**config.mk**
```make
export PLATFORM = sky130hd
export DESIGN_NAME = sport_req_router
export DESIGN_NICKNAME = d
export VERILOG_FILES = /design/src/rtl/sport_req_pkg.sv /design/src/rtl/sport_ctl_reg.sv /design/src/rtl/sport_status.sv /design/src/rtl/sport_route.sv /design/src/rtl/sport_req_router.sv
export SDC_FILE = /design/constraint.sdc
export NUM_CORES = 1
export LEC_CHECK = 0
export ABC_CLOCK_PERIOD_IN_PS = 1070
export BUFFER_PORTS_ARGS = -buffer_cell sky130_fd_sc_hd__buf_2
export CORE_MARGIN = 5
export CORE_UTILIZATION = 41
export CTS_CLUSTER_DIAMETER = 150
export CTS_CLUSTER_SIZE = 24
export DETAILED_ROUTE_END_ITERATION = 7
export PLACE_DENSITY = 0.74
export SLEW_MARGIN = 15
export SYNTH_ARGS = -nofsm -noshare
export SYNTH_HDL_FRONTEND = slang
export SYNTH_SLANG_ARGS = --single-unit
```
**constraint.sdc**
```tcl
create_clock -name clk -period 1.07 [get_ports clk]
set_clock_uncertainty 0.15 [all_clocks]
set_input_delay 0.0535 -clock clk [delete_from_list [all_inputs] [get_ports clk]]
set_output_delay 0.0535 -clock clk [all_outputs]
set_load 0.05 [all_outputs]
```
**src/rtl/sport_req_pkg.sv**
```systemverilog
package sport_req_pkg;

    localparam int CTL_W    = 16;
    localparam int MISC_W   = 10;
    localparam int SEL_W    = 3;
    localparam int N_CH     = 2;
    localparam int RSVD_BIT = 12;
    localparam logic [CTL_W-1:0] CTL_MASK = ~(CTL_W'(1) << RSVD_BIT);

    typedef struct packed {
        logic [SEL_W-1:0]  dma_sel;
        logic              rsvd;
        logic              tx_ie;
        logic              rx_ie;
        logic [MISC_W-1:0] misc;
    } ctl_t;

    typedef struct packed {
        logic rx_on;
        logic rx_ch;
        logic tx_on;
        logic tx_ch;
    } route_t;

    typedef enum logic [SEL_W-1:0] {
        SEL_NONE    = 3'b000,
        SEL_RX0_TX1 = 3'b001,
        SEL_RX1_TX0 = 3'b010,
        SEL_RSVD    = 3'b011,
        SEL_RX0     = 3'b100,
        SEL_RX1     = 3'b101,
        SEL_TX0     = 3'b110,
        SEL_TX1     = 3'b111
    } dma_sel_e;

    function automatic route_t decode_route(input logic [SEL_W-1:0] sel);
        route_t r;
        r = '0;
        case (dma_sel_e'(sel))
            SEL_RX0_TX1: begin r.rx_on = 1'b1; r.rx_ch = 1'b0; r.tx_on = 1'b1; r.tx_ch = 1'b1; end
            SEL_RX1_TX0: begin r.rx_on = 1'b1; r.rx_ch = 1'b1; r.tx_on = 1'b1; r.tx_ch = 1'b0; end
            SEL_RX0:     begin r.rx_on = 1'b1; r.rx_ch = 1'b0; end
            SEL_RX1:     begin r.rx_on = 1'b1; r.rx_ch = 1'b1; end
            SEL_TX0:     begin r.tx_on = 1'b1; r.tx_ch = 1'b0; end
            SEL_TX1:     begin r.tx_on = 1'b1; r.tx_ch = 1'b1; end
            default:     r = '0;
        endcase
        return r;
    endfunction

endpackage

```
**src/rtl/sport_ctl_reg.sv**
```systemverilog
module sport_ctl_reg
    import sport_req_pkg::*;
(
    input  logic             clk,
    input  logic             rst,
    input  logic             wr,
    input  logic [CTL_W-1:0] wdata,
    output ctl_t             ctl
);

    ctl_t ctl_r;

    always_ff @(posedge clk) begin
        if (rst) begin
            ctl_r <= '0;
        end else if (wr) begin
            ctl_r <= ctl_t'(wdata & CTL_MASK);
        end
    end

    assign ctl = ctl_r;


    ctl_store_chk: assert property (@(posedge clk) disable iff (rst)
        wr |=> (ctl == ctl_t'($past(wdata) & CTL_MASK)));


    ctl_hold_chk: assert property (@(posedge clk) disable iff (rst)
        !wr |=> $stable(ctl));

endmodule

```
**src/rtl/sport_status.sv**
```systemverilog
module sport_status (
    input  logic clk,
    input  logic rst,
    input  logic rx_arrive,
    input  logic rx_read,
    input  logic tx_load,
    input  logic tx_drain,
    input  logic ovr_clr,
    output logic rx_ready,
    output logic tx_empty,
    output logic rx_overrun
);

    logic rdy_r, emp_r, ovr_r;
    logic ovr_set;

    assign ovr_set = rx_arrive && rdy_r && !rx_read;

    always_ff @(posedge clk) begin
        if (rst) begin
            rdy_r <= 1'b0;
            emp_r <= 1'b1;
            ovr_r <= 1'b0;
        end else begin
            if (rx_arrive)       rdy_r <= 1'b1;
            else if (rx_read)    rdy_r <= 1'b0;

            if (tx_load)         emp_r <= 1'b0;
            else if (tx_drain)   emp_r <= 1'b1;

            if (ovr_set)         ovr_r <= 1'b1;
            else if (ovr_clr)    ovr_r <= 1'b0;
        end
    end

    assign rx_ready   = rdy_r;
    assign tx_empty   = emp_r;
    assign rx_overrun = ovr_r;


    rdy_set_chk: assert property (@(posedge clk) disable iff (rst)
        rx_arrive |=> rx_ready);


    rdy_clr_chk: assert property (@(posedge clk) disable iff (rst)
        (rx_read && !rx_arrive) |=> !rx_ready);


    emp_load_chk: assert property (@(posedge clk) disable iff (rst)
        tx_load |=> !tx_empty);


    ovr_set_chk: assert property (@(posedge clk) disable iff (rst)
        (rx_arrive && rx_ready && !rx_read) |=> rx_overrun);


    ovr_sticky_chk: assert property (@(posedge clk) disable iff (rst)
        (rx_overrun && !ovr_clr) |=> rx_overrun);

endmodule

```
**src/rtl/sport_route.sv**
```systemverilog
module sport_route
    import sport_req_pkg::*;
(
    input  logic             clk,
    input  logic             rst,
    input  logic [SEL_W-1:0] dma_sel,
    input  logic             tx_ie,
    input  logic             rx_ie,
    input  logic             rx_ready,
    input  logic             tx_empty,
    output logic [N_CH-1:0]  dma_req,
    output logic             irq
);

    route_t rt;

    assign rt = decode_route(dma_sel);

    for (genvar ch = 0; ch < N_CH; ch++) begin : g_ch
        assign dma_req[ch] = (rt.rx_on && (rt.rx_ch == 1'(ch)) && rx_ready)
                           || (rt.tx_on && (rt.tx_ch == 1'(ch)) && tx_empty);
    end

    assign irq = (tx_ie && !rt.tx_on && tx_empty) || (rx_ie && !rt.rx_on && rx_ready);


    rsvd_quiet_chk: assert property (@(posedge clk) disable iff (rst)
        (dma_sel == 3'b011) |-> (dma_req == '0));


    tx_dma_noirq_chk: assert property (@(posedge clk) disable iff (rst)
        ((dma_sel == 3'b110 || dma_sel == 3'b111) && !rx_ready) |-> !irq);


    rx_dma_noirq_chk: assert property (@(posedge clk) disable iff (rst)
        ((dma_sel == 3'b100 || dma_sel == 3'b101) && !tx_empty) |-> !irq);


    no_flag_noreq_chk: assert property (@(posedge clk) disable iff (rst)
        (!rx_ready && !tx_empty) |-> (dma_req == '0 && !irq));

endmodule

```
**src/rtl/sport_req_router.sv**
```systemverilog
module sport_req_router
    import sport_req_pkg::*;
(
    input  logic        clk,
    input  logic        rst,
    input  logic        ctl_wr,
    input  logic [15:0] ctl_wdata,
    input  logic        rx_arrive,
    input  logic        rx_read,
    input  logic        tx_load,
    input  logic        tx_drain,
    input  logic        ovr_clr,
    output logic [15:0] ctl_q,
    output logic        rx_ready,
    output logic        tx_empty,
    output logic        rx_overrun,
    output logic        dma0_req,
    output logic        dma1_req,
    output logic        irq
);

    ctl_t            ctl;
    logic [N_CH-1:0] dma_req;

    sport_ctl_reg u_ctl (
        .clk   (clk),
        .rst   (rst),
        .wr    (ctl_wr),
        .wdata (ctl_wdata),
        .ctl   (ctl)
    );

    sport_status u_stat (
        .clk        (clk),
        .rst        (rst),
        .rx_arrive  (rx_arrive),
        .rx_read    (rx_read),
        .tx_load    (tx_load),
        .tx_drain   (tx_drain),
        .ovr_clr    (ovr_clr),
        .rx_ready   (rx_ready),
        .tx_empty   (tx_empty),
        .rx_overrun (rx_overrun)
    );

    sport_route u_route (
        .clk      (clk),
        .rst      (rst),
        .dma_sel  (ctl.dma_sel),
        .tx_ie    (ctl.tx_ie),
        .rx_ie    (ctl.rx_ie),
        .rx_ready (rx_ready),
        .tx_empty (tx_empty),
        .dma_req  (dma_req),
        .irq      (irq)
    );

    assign ctl_q    = ctl;
    assign dma0_req = dma_req[0];
    assign dma1_req = dma_req[1];


    reset_state_chk: assert property (@(posedge clk)
        rst |=> (ctl_q == 16'h0000 && !rx_ready && tx_empty && !rx_overrun
                 && !dma0_req && !dma1_req && !irq));

endmodule

```
== Word level (Yosys, flattened, before mapping) ==
Index checks and enable logic that the tools add are counted.

* Bits of input ports: 24
* Logic and storage cells: 50
* Register bits: 18
* Output and inout port bits: 22

* Reductions and logical operators: 27
* Bitwise gates (word level): 2
* Equal/unequal tests: 6
* Multiplexer cells: 8

{| class="wikitable"
|+ Operator list
! operator !! number
|-
| 1-bit logical AND || 14
|-
| 3-bit == test, second input constant || 4
|-
| 2-bit case mux with 2 select lines || 2
|-
| 2-bit OR reduction || 4
|-
| 1-bit two-way mux || 6
|-
| 2-bit nonzero test || 3
|-
| 3-bit by 1-bit == test with 1-bit output, second input constant || 1
|-
| 3-bit by 2-bit == test with 1-bit output, second input constant || 1
|-
| 1-bit zero test || 3
|-
| 1-bit logical OR || 3
|-
| 1-bit inverter || 2
|}

== Longest topological paths before layout ==
Gate-level depths: netlist of run 1.

* Depth in word-level cells: 7
* Gate-level depth with buffers: 4
* Gate-level depth less buffers: 3

== Modules after synthesis ==
From an unflattened synthesis of run 1, not the netlist that was laid out.

* Cell total of the unflattened synthesis: 76
* Area total of the unflattened synthesis: 775.7 sq um

{| class="wikitable"
|+ By module, submodules not included
! module !! area an instance (sq um) !! instances !! sequential area each (sq um) !! cells each
|-
| sport_ctl_reg || 553.0 || 1 || 300.3 || 50
|-
| sport_route || 120.1 || 1 || 0.0 || 16
|-
| sport_status || 102.6 || 1 || 60.1 || 10
|}

== Least setup slack after synthesis of run 1 ==
Ideal clock, no wire load.

* Kind: reg2out
* Start: register u_ctl.ctl_r, in the netlist u_ctl.ctl[14]
* End: output port irq
* Buffers on the path: 1
* Slack: -1.199 ns
* Data arrival time: 2.065 ns
* Data required time: 0.867 ns
* Cell stages (with the launch flop): 5
* Path through: dfxtp_1 > buf_6 > xnor2_1 > nor2_1 > nor3_1

* Word-level cells in the longest chain between the ends: 7
* Elaborated cells on any way between the ends: 19
* Those cells by class: eq/ne: 6; mux: 2; reduce/logical: 11

{| class="wikitable"
|+ RTL lines
! item !! line !! text
|-
| start: declaration || sport_ctl_reg.sv:11 || <nowiki>ctl_t ctl_r;</nowiki>
|-
| start signal: assignment || sport_ctl_reg.sv:17 || <nowiki>ctl_r <= ctl_t'(wdata & CTL_MASK);</nowiki>
|-
| 3-bit == test, or another cell as far along || sport_req_pkg.sv:39 || <nowiki>case (dma_sel_e'(sel))</nowiki>
|-
| 2-bit OR reduction (no source line) || -- ||
|-
| 2-bit case mux with 2 select lines || sport_req_pkg.sv:39 ||
|-
| 1-bit zero test || sport_route.sv:24 || <nowiki>assign irq = (tx_ie && !rt.tx_on && tx_empty) || (rx_ie && !rt.rx_on && rx_ready);</nowiki>
|-
| 1-bit logical AND (2 in series) || sport_route.sv:24 ||
|-
| 1-bit logical OR * || sport_route.sv:24 ||
|-
| end: declaration || sport_req_router.sv:19 || <nowiki>output logic irq</nowiki>
|}

Mark *: on every way between the ends. The rest lies on a longest branch, timed or not.

== Final worst setup path of run 1 ==
Same ends and word-level chain as after synthesis.

==> results of run 1 <==
timing repair:
item	4_1_cts	5_1_grt
endpoints found under the hold margin	18	0
pin swaps	4	2
setup endpoints to repair	21	17
buffers inserted	3	1
gates cloned	0	0
resized for setup	48	18
hold buffers	21	0
flip-flops by register name, indices dropped and copies added (netlist names):
name               count
u_ctl.ctl             15
u_stat.tx_empty        1
u_stat.rx_overrun      1
u_stat.rx_ready        1
through the flow:
stage          power (mW)  setup TNS [ns]  std cells  setup slack (ns)  utilization [%]
2_1_floorplan        1.08          -0.852         83            -0.357                -
3_3_place_gp         1.19          -0.479        151            -0.176             61.8
3_5_place_dp         1.20          -0.572        151            -0.222             61.8
4_1_cts              1.69           -1.95        178            -0.415             85.3
5_1_grt              1.80           -2.48        178            -0.504             87.9
6_report             1.72           -2.04        178            -0.457             87.9
cell usage after synthesis, drive strengths merged:
library cell / instances / area [µm²]
a211oi: 1 / 7.51
a21oi: 2 / 10.0
a22oi: 1 / 7.51
a31oi: 1 / 6.26
a32oi: 1 / 8.76
buf: 9 / 71.3
conb: 1 / 3.75
dfxtp: 18 / 360
inv: 1 / 3.75
mux2i: 15 / 150
nand2: 2 / 7.51
nand3b: 1 / 7.51
nor2: 21 / 78.8
nor2b: 3 / 21.3
nor3: 1 / 5.00
nor4bb: 1 / 10.0
o21ai: 2 / 10.0
o21bai: 1 / 7.51
xnor2: 1 / 8.76
critical path, stage by stage, from the launching register on:
cell     delay [ns]
dfxtp_4        0.40
xnor2_2        0.19
nor2_2         0.08
nor3_4         0.19
buf_6          0.18
logic make-up (layout without fill, tap and decap cells):
group / after synthesis / in the layout
compound gates: 9 / 9
xor+xnor: 1 / 1
buf+inv: 10 / 80
flops: 18 / 18
mux: 15 / 15
other cells: 1 / 1
simple gates: 29 / 29
worst max path at each step:
stage,slack [ns],to,depth (start not counted),start
floorplan,-0.36,irq,4,u_ctl.ctl[14]$_SDFFE_PP0P_
global placement,-0.18,dma1_req,4,u_ctl.ctl[15]$_SDFFE_PP0P_
detailed placement,-0.22,dma1_req,4,u_ctl.ctl[15]$_SDFFE_PP0P_
CTS,-0.41,dma1_req,4,u_stat.rx_ready$_SDFFE_PP0P_
global route,-0.50,irq,4,u_ctl.ctl[14]$_SDFFE_PP0P_
finish,-0.46,irq,4,u_ctl.ctl[14]$_SDFFE_PP0P_
where the power goes:
| group | switching (mW) | internal (mW) | total [mW] |
|---|---|---|---|
| sequential | 0.0485 | 0.707 | 0.756 |
| combinational | 0.334 | 0.287 | 0.621 |
| clock | 0.195 | 0.145 | 0.340 |
routing by layer:
layer  vias up  part of all wire [%]  global-route usage [%]
li1        414                     -                       -
met1       417                    36                    19.9
met2        40                    52                    37.5
met3        12                   8.3                    6.37
met4         0                   3.8                    3.83
met5         -                     0                       0
final cells by class:
class	instances	area share [%]
Timing Repair Buffer	75	42.8
Clock buffer	4	1.68
Tap cell	25	2.00
Inverter	1	0.239
Sequential cell	18	24.9
Multi-Input combinational cell	55	28.4
==> results.sh, run 1 <==
export IMPL_status="finished, violations left"
export IMPL_violations="negative setup slack"
export IMPL_synthXorXnorAreaFrac_pct=1.11
export IMPL_netlist_area_um2=786
export IMPL_num_vias=883
export IMPL_cap_viol_max_count=0
export IMPL_cts_tree="built"
export IMPL_syn_nets=107
export IMPL_antenna_found_initial=0
export IMPL_h_tree_depth=1
export IMPL_hpwl_um=1480
export IMPL_num_io_pins=46
export IMPL_fillers=87
export IMPL_synthMuxAreaShare_pct=19.1
export IMPL_r2r_setup_slack_ns=-0.12
export IMPL_synth_simple_area_share_pct=16.6
export IMPL_coreArea_um2=1780
export IMPL_die_w_um=53.8
export IMPL_synth_ff_latch_count=18
export IMPL_nets=178
export IMPL_synth_compound_area_share_pct=7.32
export IMPL_cts_buffers=3
export IMPL_fin_area_um2=1570
export IMPL_syn_to_final_growth_pct=99.5
export IMPL_dieArea_um2=2890
export IMPL_start_util_pct=44.1
export IMPL_multi_input_area_um2=445
export IMPL_hold_slack_ns=0.0750
export IMPL_seq_area_frac_synth_pct=45.9
export IMPL_synthAdderAreaFrac_pct=0
export IMPL_hold_end="u_ctl.ctl[6]$_SDFFE_PP0P_"
export IMPL_drcViolationCount=0
export IMPL_rsz0062_at_grt="yes"
export IMPL_ant_nets=0
export IMPL_post_route_period_util_pct=143
export IMPL_critPathKind="flop to primary output"
export IMPL_ir_drop_mv=1.08
export IMPL_cp_required_ns=0.87
export IMPL_powerDensity_nw_per_um2=1090
export IMPL_drt_iter0_drc=6
export IMPL_overflow=0
export IMPL_hold_viol=0
export IMPL_dr_pass1_iters=4
export IMPL_end_kind="primary output"
export IMPL_worstRegToRegCells=4
export IMPL_vias_per_cell=4.96
export IMPL_place_gp_congestion=0.731
export IMPL_path_clk_slew_ns=0.10
export IMPL_yosysUniqueCellTypes=23
export IMPL_seq_area_um2=390
export IMPL_postSynthAreaPerCell_um2=9.47
export IMPL_r2r_start="u_ctl.ctl[14]$_SDFFE_PP0P_"
export IMPL_place_area_um2=1100
export IMPL_max_freq_mhz=655
export IMPL_die_h_um=53.8
export IMPL_final_layout_size_suffix_gt1_share_pct=53.6
export IMPL_path_max_fanout=7
export IMPL_avgRoutedWirePerCell_um=16.6
export IMPL_reg2reg_to="u_ctl.ctl[14]$_SDFFE_PP0P_"
export IMPL_io_buffers=43
export IMPL_final_common_cell="buf_2"
export IMPL_start_kind="flop"
export IMPL_cts_sinks=18
export IMPL_setup_viol=11
export IMPL_cts_root_buf="clkbuf_4"
export IMPL_p_leak_nw=0.716
export IMPL_hold_path_startpoint="ctl_wr"
export IMPL_grt_usage_pct=19.4
export IMPL_setup_slack_ns=-0.457
export IMPL_synth_cells=83
export IMPL_synth_warnings=0
export IMPL_num_rows=15
export IMPL_clock_path_buffers=2
export IMPL_wl_um=2950
export IMPL_period_needed_ns=1.53
export IMPL_finalMaxSlewViolations=0
export IMPL_grt_first_pass_wirelength_um=4040
export IMPL_antenna_cells=0
export IMPL_hold_depth=4
export IMPL_synth_top_family_by_area="multiplexers"
export IMPL_grt_max_degree=19
export IMPL_grt_pass1_vias=882
export IMPL_clock_latency_ns=0.29
export IMPL_mostFrequentLayoutCells="22 x buf_2, 21 x dlygate4sd3_1, 20 x nor2_1, 14 x mux2i_1, 14 x buf_6"
export IMPL_hold_class="primary input to flop"
export IMPL_worstPathArrival_ns=1.32
Note: power is estimated with default switching activity, not from simulation.
==> run 2, diff against run 1 <==
--- a/config.mk
+++ b/config.mk
@@ -13,7 +13,9 @@
 export CTS_CLUSTER_SIZE = 24
 export DETAILED_ROUTE_END_ITERATION = 7
 export PLACE_DENSITY = 0.74
+export REMOVE_ABC_BUFFERS = 1
 export SLEW_MARGIN = 15
 export SYNTH_ARGS = -nofsm -noshare
 export SYNTH_HDL_FRONTEND = slang
+export SYNTH_HIERARCHICAL = 1
 export SYNTH_SLANG_ARGS = --single-unit
==> run 2 against run 1 <==
The run ends with negative hold slack, negative setup slack left. Via count shrank 4.6%. Design area decreased by 3.0%. Hold slack got worse by 0.19 ns. Sequential power barely moved. Largest power group unchanged. Synthesized cell count fell by 8.4%. Die area is 1.0% lower. Wire length fell by 18%. Critical path depth rose by 1. Global-route usage shrank 0.82 points. Synthesized area shrank 1.3%. Sequential cell count is the same. First-iteration DRC count rose by 100%.
==> results.sh, run 2 <==
export IMPL_status="finished, violations left"
export IMPL_violations="negative hold slack, negative setup slack"
export IMPL_fillers=102
export IMPL_pwr_share_seq_pct=43.5
export IMPL_cts_root_buf="clkbuf_4"
export IMPL_power_frac_comb_pct=33.0
export IMPL_coreArea_um2=1760
export IMPL_final_layout_size_suffix_gt1_share_pct=51.3
export IMPL_p_leak_nw=0.722
export IMPL_path_clk_slew_ns=0.10
export IMPL_io_buffers=43
export IMPL_grt_usage_pct=18.6
export IMPL_wl_um=2430
export IMPL_num_io_pins=46
export IMPL_dr_pass1_iters=4
export IMPL_cap_viol_max_count=0
export IMPL_yosysUniqueCellTypes=28
export IMPL_hpwl_um=1440
export IMPL_internal_power_mw=1.19
export IMPL_hold_viol=1
export IMPL_grt_max_degree=16
export IMPL_synth_area_top_cells="dfxtp_1 46%, mux2i_1 19%, nor2_1 7.7%, buf_12 2.6%, a311oi_2 1.9%"
export IMPL_nets=175
export IMPL_netlist_area_um2=776
export IMPL_cp_required_ns=0.87
export IMPL_final_common_cell="buf_2"
export IMPL_powerDensity_nw_per_um2=1140
export IMPL_cts_sinks=18
export IMPL_start_kind="flop"
export IMPL_h_tree_depth=1
export IMPL_switchingPower_uw=545
export IMPL_mostFrequentLayoutCells="22 x buf_2, 21 x dlygate4sd3_1, 19 x buf_6, 16 x nor2_1, 15 x mux2i_1"
export IMPL_worstPathArrival_ns=1.34
export IMPL_fin_util_pct=86.2
export IMPL_largest_register_ffs=15
export IMPL_end_kind="primary output"
export IMPL_synth_warnings=6
export IMPL_p_clk_share_pct=23.5
export IMPL_hold_class="primary input to flop"
export IMPL_max_freq_mhz=649
export IMPL_overflow=0
export IMPL_ir_drop_mv=0.835
export IMPL_synth_top_area_share_pct=46.5
export IMPL_finalMaxSlewViolations=0
export IMPL_postSynthAreaPerCell_um2=10.2
export IMPL_seq_area_um2=389
export IMPL_syn_to_final_growth_pct=96.0
export IMPL_seq_area_frac_synth_pct=46.5
export IMPL_vias_per_cell=4.81
export IMPL_synth_top_area_cell="dfxtp_1"
export IMPL_critPathKind="flop to primary output"
export IMPL_synth_flop_cell="dfxtp_1"
export IMPL_hold_slack_ns=-0.113
export IMPL_grt_pass1_vias=939
export IMPL_rsz0062_at_grt="yes"
export IMPL_start_util_pct=44.0
export IMPL_num_rows=15
export IMPL_drcViolationCount=0
export IMPL_post_route_period_util_pct=144
export IMPL_multi_input_area_um2=378
export IMPL_place_gp_congestion=0.718
export IMPL_cts_buffers=3
export IMPL_switching_share_pct=31.4
export IMPL_ant_nets=0
export IMPL_total_power_mw=1.73
export IMPL_dieArea_um2=2860
export IMPL_async_flop_share_pct=0
export IMPL_setup_viol=10
export IMPL_antenna_cells=0
export IMPL_final_setup_tns_ns=-1.79
export IMPL_path_max_fanout=6
export IMPL_drt_iter0_drc=12
export IMPL_die_h_um=53.5
export IMPL_synth_ff_latch_count=18
export IMPL_cts_tree="built"
export IMPL_synth_common_cells="18 x dfxtp_1, 16 x nor2_1, 15 x mux2i_1"
export IMPL_setup_slack_ns=-0.470
export IMPL_num_vias=842
export IMPL_synth_most_common_cell="dfxtp_1"
export IMPL_die_w_um=53.5
export IMPL_clock_latency_ns=0.29
export IMPL_synth_cells=76
export IMPL_period_needed_ns=1.54
export IMPL_antenna_found_initial=0
export IMPL_grt_first_pass_wirelength_um=3820
export IMPL_clock_path_buffers=2
export IMPL_synth_edf_count=0
export IMPL_avgRoutedWirePerCell_um=13.9
run 2: cell count changes after synthesis, sizes merged, moves of 2 or more:
| cell | change |
|---|---|
| nor2 | -5 |
| buf | -6 |
| nand2b | +2 |
| nor2b | -3 |
run 2: area by class of cell:
type | instances | share of cell area [%]
Tap cell | 25 | 2.06
Sequential cell | 18 | 25.6
Multi-Input combinational cell | 53 | 24.9
Timing Repair Buffer | 74 | 44.9
Inverter | 1 | 0.247
Clock buffer | 4 | 2.39
run 2: path summary, 6_finish.rpt:
path                            slack (ns)  depth (start not counted)                       start                             end
worst max register to register           0                          4  u_ctl/ctl[15]$_SDFFE_PP0P_      u_ctl/ctl[15]$_SDFFE_PP0P_
worst min-delay path                 -0.11                          3                     ovr_clr  u_stat/rx_overrun$_SDFFE_PP0P_
worst min register to register        0.36                          2   u_ctl/ctl[9]$_SDFFE_PP0P_       u_ctl/ctl[9]$_SDFFE_PP0P_
worst max-delay path                 -0.47                          5  u_ctl/ctl[15]$_SDFFE_PP0P_                        dma0_req
run 2: metal layers:
layer / share of wire, % / up-vias / GRT usage, %
li1: - / 413 / -
met1: 39 / 389 / 17.4
met2: 51 / 38 / 35.5
met3: 8.9 / 2 / 5.35
met4: 0.70 / 0 / 9.36
met5: 0 / - / 0
run 2: kinds of logic after synthesis:
| family | after synthesis | synth area share, % |
|---|---|---|
| and+or+nand+nor | 25 | 15.3 |
| DFF | 18 | 46.5 |
| muxes | 16 | 20.8 |
| AOI/OAI and AO/OA | 10 | 9.84 |
| buffers and inverters | 5 | 5.97 |
| xor gates and xnor gates | 1 | 1.13 |
| other | 1 | 0.483 |
run 2: through the flow:
stage	std cells	instance area (µm²)	worst slack, ns	hold slack [ns]
floorplan	72	733	-0.936	-0.0274
global placement	148	1050	-0.267	0.0917
detailed placement	148	1050	-0.328	0.0964
CTS	176	1470	-0.467	-0.126
global route	175	1520	-0.554	-0.124
finish	175	1520	-0.470	-0.113
run 2: critical path: stages, from the launching register on:
cell     delay (ns)
dfxtp_4        0.39
buf_6          0.11
xor2_1         0.15
nand2_1        0.09
o21ai_2        0.14
buf_6          0.17
run 2: what timing repair did:
item,CTS,global route
hold buffers,21,1
pin swaps,3,1
endpoints found under the hold margin,18,10
endpoints found under the setup margin,22,23
setup buffers,3,0
gates resized for setup,55,21
run 2: power groups by stage:
stage / Combinational (mW) / Sequential (mW) / Clock [mW]
2_1_floorplan: 0.123 / 0.894 / 0
3_3_place_gp: 0.407 / 0.755 / 0
3_5_place_dp: 0.413 / 0.759 / 0
4_1_cts: 0.548 / 0.744 / 0.426
5_1_grt: 0.604 / 0.760 / 0.457
6_report: 0.572 / 0.754 / 0.407
==> run 3, diff against run 2 <==
--- a/config.mk
+++ b/config.mk
@@ -7,8 +7,11 @@
 export LEC_CHECK = 0
 export ABC_CLOCK_PERIOD_IN_PS = 1070
 export BUFFER_PORTS_ARGS = -buffer_cell sky130_fd_sc_hd__buf_2
+export CELL_PAD_IN_SITES_DETAIL_PLACEMENT = 1
+export CELL_PAD_IN_SITES_GLOBAL_PLACEMENT = 2
+export CORE_ASPECT_RATIO = 1.75
 export CORE_MARGIN = 5
-export CORE_UTILIZATION = 41
+export CORE_UTILIZATION = 23
 export CTS_CLUSTER_DIAMETER = 150
 export CTS_CLUSTER_SIZE = 24
 export DETAILED_ROUTE_END_ITERATION = 7
==> run 3 against run 2 <==
The run still ends with negative hold slack, negative setup slack left. Wire length grew 12%. Die area grew 64%. First-iteration DRC count shrank 67%. Total power grew 6.3%. Sequential share of layout area shrank 0.074 points. Core utilization shrank 41 points. Worst setup slack gained 0.031 ns. Clock-buffer cell count is the same. Global-route usage shrank 6.5 points. Combinational power shrank 3%. Hold slack gained 0.089 ns.
==> results.sh, run 3 (synthesis results as in run 2) <==
export IMPL_fillers=374
export IMPL_nets=172
export IMPL_final_common_cell="buf_2"
export IMPL_critical_path_max_stage_delay_ns=0.36
export IMPL_max_freq_mhz=663
export IMPL_critPathKind="flop to primary output"
export IMPL_total_power_mw=1.84
export IMPL_overflow=0
export IMPL_dr_pass1_iters=3
export IMPL_cts_sinks=18
export IMPL_h_tree_depth=1
export IMPL_io_buffers=43
export IMPL_finalMaxSlewViolations=0
export IMPL_hold_slack_ns=-0.0243
export IMPL_reg2reg_to="u_stat/rx_overrun$_SDFFE_PP0P_"
export IMPL_end_kind="primary output"
export IMPL_num_rows=28
export IMPL_final_setup_tns_ns=-1.48
export IMPL_die_w_um=53.9
export IMPL_num_vias=837
export IMPL_crit_path_end="dma1_req"
export IMPL_post_route_period_util_pct=141
export IMPL_antenna_cells=0
export IMPL_setup_slack_ns=-0.439
export IMPL_powerDensity_nw_per_um2=1230
export IMPL_ir_drop_mv=0.693
export IMPL_vias_per_cell=4.36
export IMPL_dieArea_um2=4680
export IMPL_multi_input_area_um2=378
export IMPL_final_layout_size_suffix_gt1_share_pct=47.6
export IMPL_start_util_pct=23.3
export IMPL_period_needed_ns=1.51
export IMPL_mostFrequentLayoutCells="22 x buf_2, 19 x dlygate4sd3_1, 16 x nor2_1, 15 x mux2i_1, 11 x dfxtp_1"
export IMPL_crit_start="u_ctl/ctl[15]$_SDFFE_PP0P_"
export IMPL_p_leak_nw=0.703
export IMPL_cp_required_ns=0.87
export IMPL_wl_um=2710
export IMPL_cap_viol_max_count=0
export IMPL_rsz0062_at_grt="yes"
export IMPL_place_gp_congestion=0.671
export IMPL_status="finished, violations left"
export IMPL_coreArea_um2=3330
export IMPL_antenna_found_initial=0
export IMPL_violations="negative hold slack, negative setup slack"
export IMPL_hold_viol=1
export IMPL_path_max_fanout=6
export IMPL_seq_area_um2=382
export IMPL_fin_util_pct=44.9
export IMPL_path_clk_slew_ns=0.07
export IMPL_cts_root_buf="clkbuf_8"
export IMPL_worstPathArrival_ns=1.31
export IMPL_syn_to_final_growth_pct=92.7
export IMPL_r2r_setup_slack_ns=0.01
export IMPL_cts_tree="built"
export IMPL_setup_viol=8
export IMPL_r2r_start="u_stat/rx_ready$_SDFFE_PP0P_"
export IMPL_num_io_pins=46
export IMPL_clock_path_buffers=2
export IMPL_cts_buffers=3
export IMPL_hold_depth=3
export IMPL_path_cells="buf_6 -> nor3b_2 -> o21ai_1 -> o21ai_1 -> buf_6"
export IMPL_grt_pass1_vias=966
export IMPL_hold_class="primary input to flop"
export IMPL_drcViolationCount=0
export IMPL_worstRegToRegCells=3
export IMPL_avgRoutedWirePerCell_um=14.1
export IMPL_slowest_stage="dfxtp_4"
export IMPL_largest_register_ffs=15
export IMPL_clock_latency_ns=0.25
export IMPL_grt_usage_pct=12.0
export IMPL_grt_max_degree=19
export IMPL_cts_hold_fix_buffers=19
export IMPL_grt_first_pass_wirelength_um=4090
export IMPL_hpwl_um=1740
export IMPL_ant_nets=0
export IMPL_drt_iter0_drc=4
export IMPL_hold_path_startpoint="ovr_clr"
export IMPL_die_h_um=86.8
export IMPL_start_kind="flop"
export IMPL_pre_cts_ws_ns=-0.343
==> run 3: changes by cell type in the layout (fill, tap and decap cells not counted), sizes merged <==
cell         change
clkbuf           +7
dlygate4sd3      -2
buf              -8
==> run 3: through the flow <==
step	cell area, µm²	hold slack [ns]	cells
global route	1500	-0.0392	192
finish	1500	-0.0243	192
CTS	1440	-0.0739	191
floorplan	733	-0.0274	72
global placement	1070	0.0995	167
detailed placement	1070	0.102	167
==> run 3: timing repair <==
action	4_1_cts	5_1_grt
setup endpoints to repair	12	19
resized for setup	44	19
pin swaps	0	3
hold endpoints to repair	18	1
buffers inserted	1	1
==> run 3: layer usage <==
metal  GRT usage, %  part of all wire, %  up-vias
met1           9.19                   30      401
li1               -                    -      400
met2           24.4                   61       30
met5              0                    0        -
met3           1.38                  5.6        6
met4           8.84                  3.4        0
==> run 3: critical path, delay by kind of cell (launching register included) <==
family,cells,cell delay [ns]
flops,1,0.36
compound gates,2,0.20
simple gates,1,0.19
buf+inv,2,0.30
==> run 3: worst min-delay path by stage <==
stage                                      to  slack (ns)
3_3_place_gp     u_stat/tx_empty$_SDFFE_PP1P_         0.1
6_report       u_stat/rx_overrun$_SDFFE_PP0P_       -0.02
4_1_cts        u_stat/rx_overrun$_SDFFE_PP0P_       -0.07
3_5_place_dp     u_stat/tx_empty$_SDFFE_PP1P_        0.10
2_1_floorplan    u_stat/rx_ready$_SDFFE_PP0P_       -0.03
5_1_grt        u_stat/rx_overrun$_SDFFE_PP0P_       -0.04
==> run 3: layout make-up <==
type                       instances  area share (%)
timing repair buffer              71            41.5
sequential                        18            25.5
multi-input combinational         53            25.3
tap                               45            3.77
clock buffer                       4            3.68
inverter                           1           0.251
==> run 3: power breakdown <==
part	switching (mW)	internal, mW
sequential	0.0403	0.707
combinational	0.302	0.251
clock	0.216	0.326
total	0.558	1.28
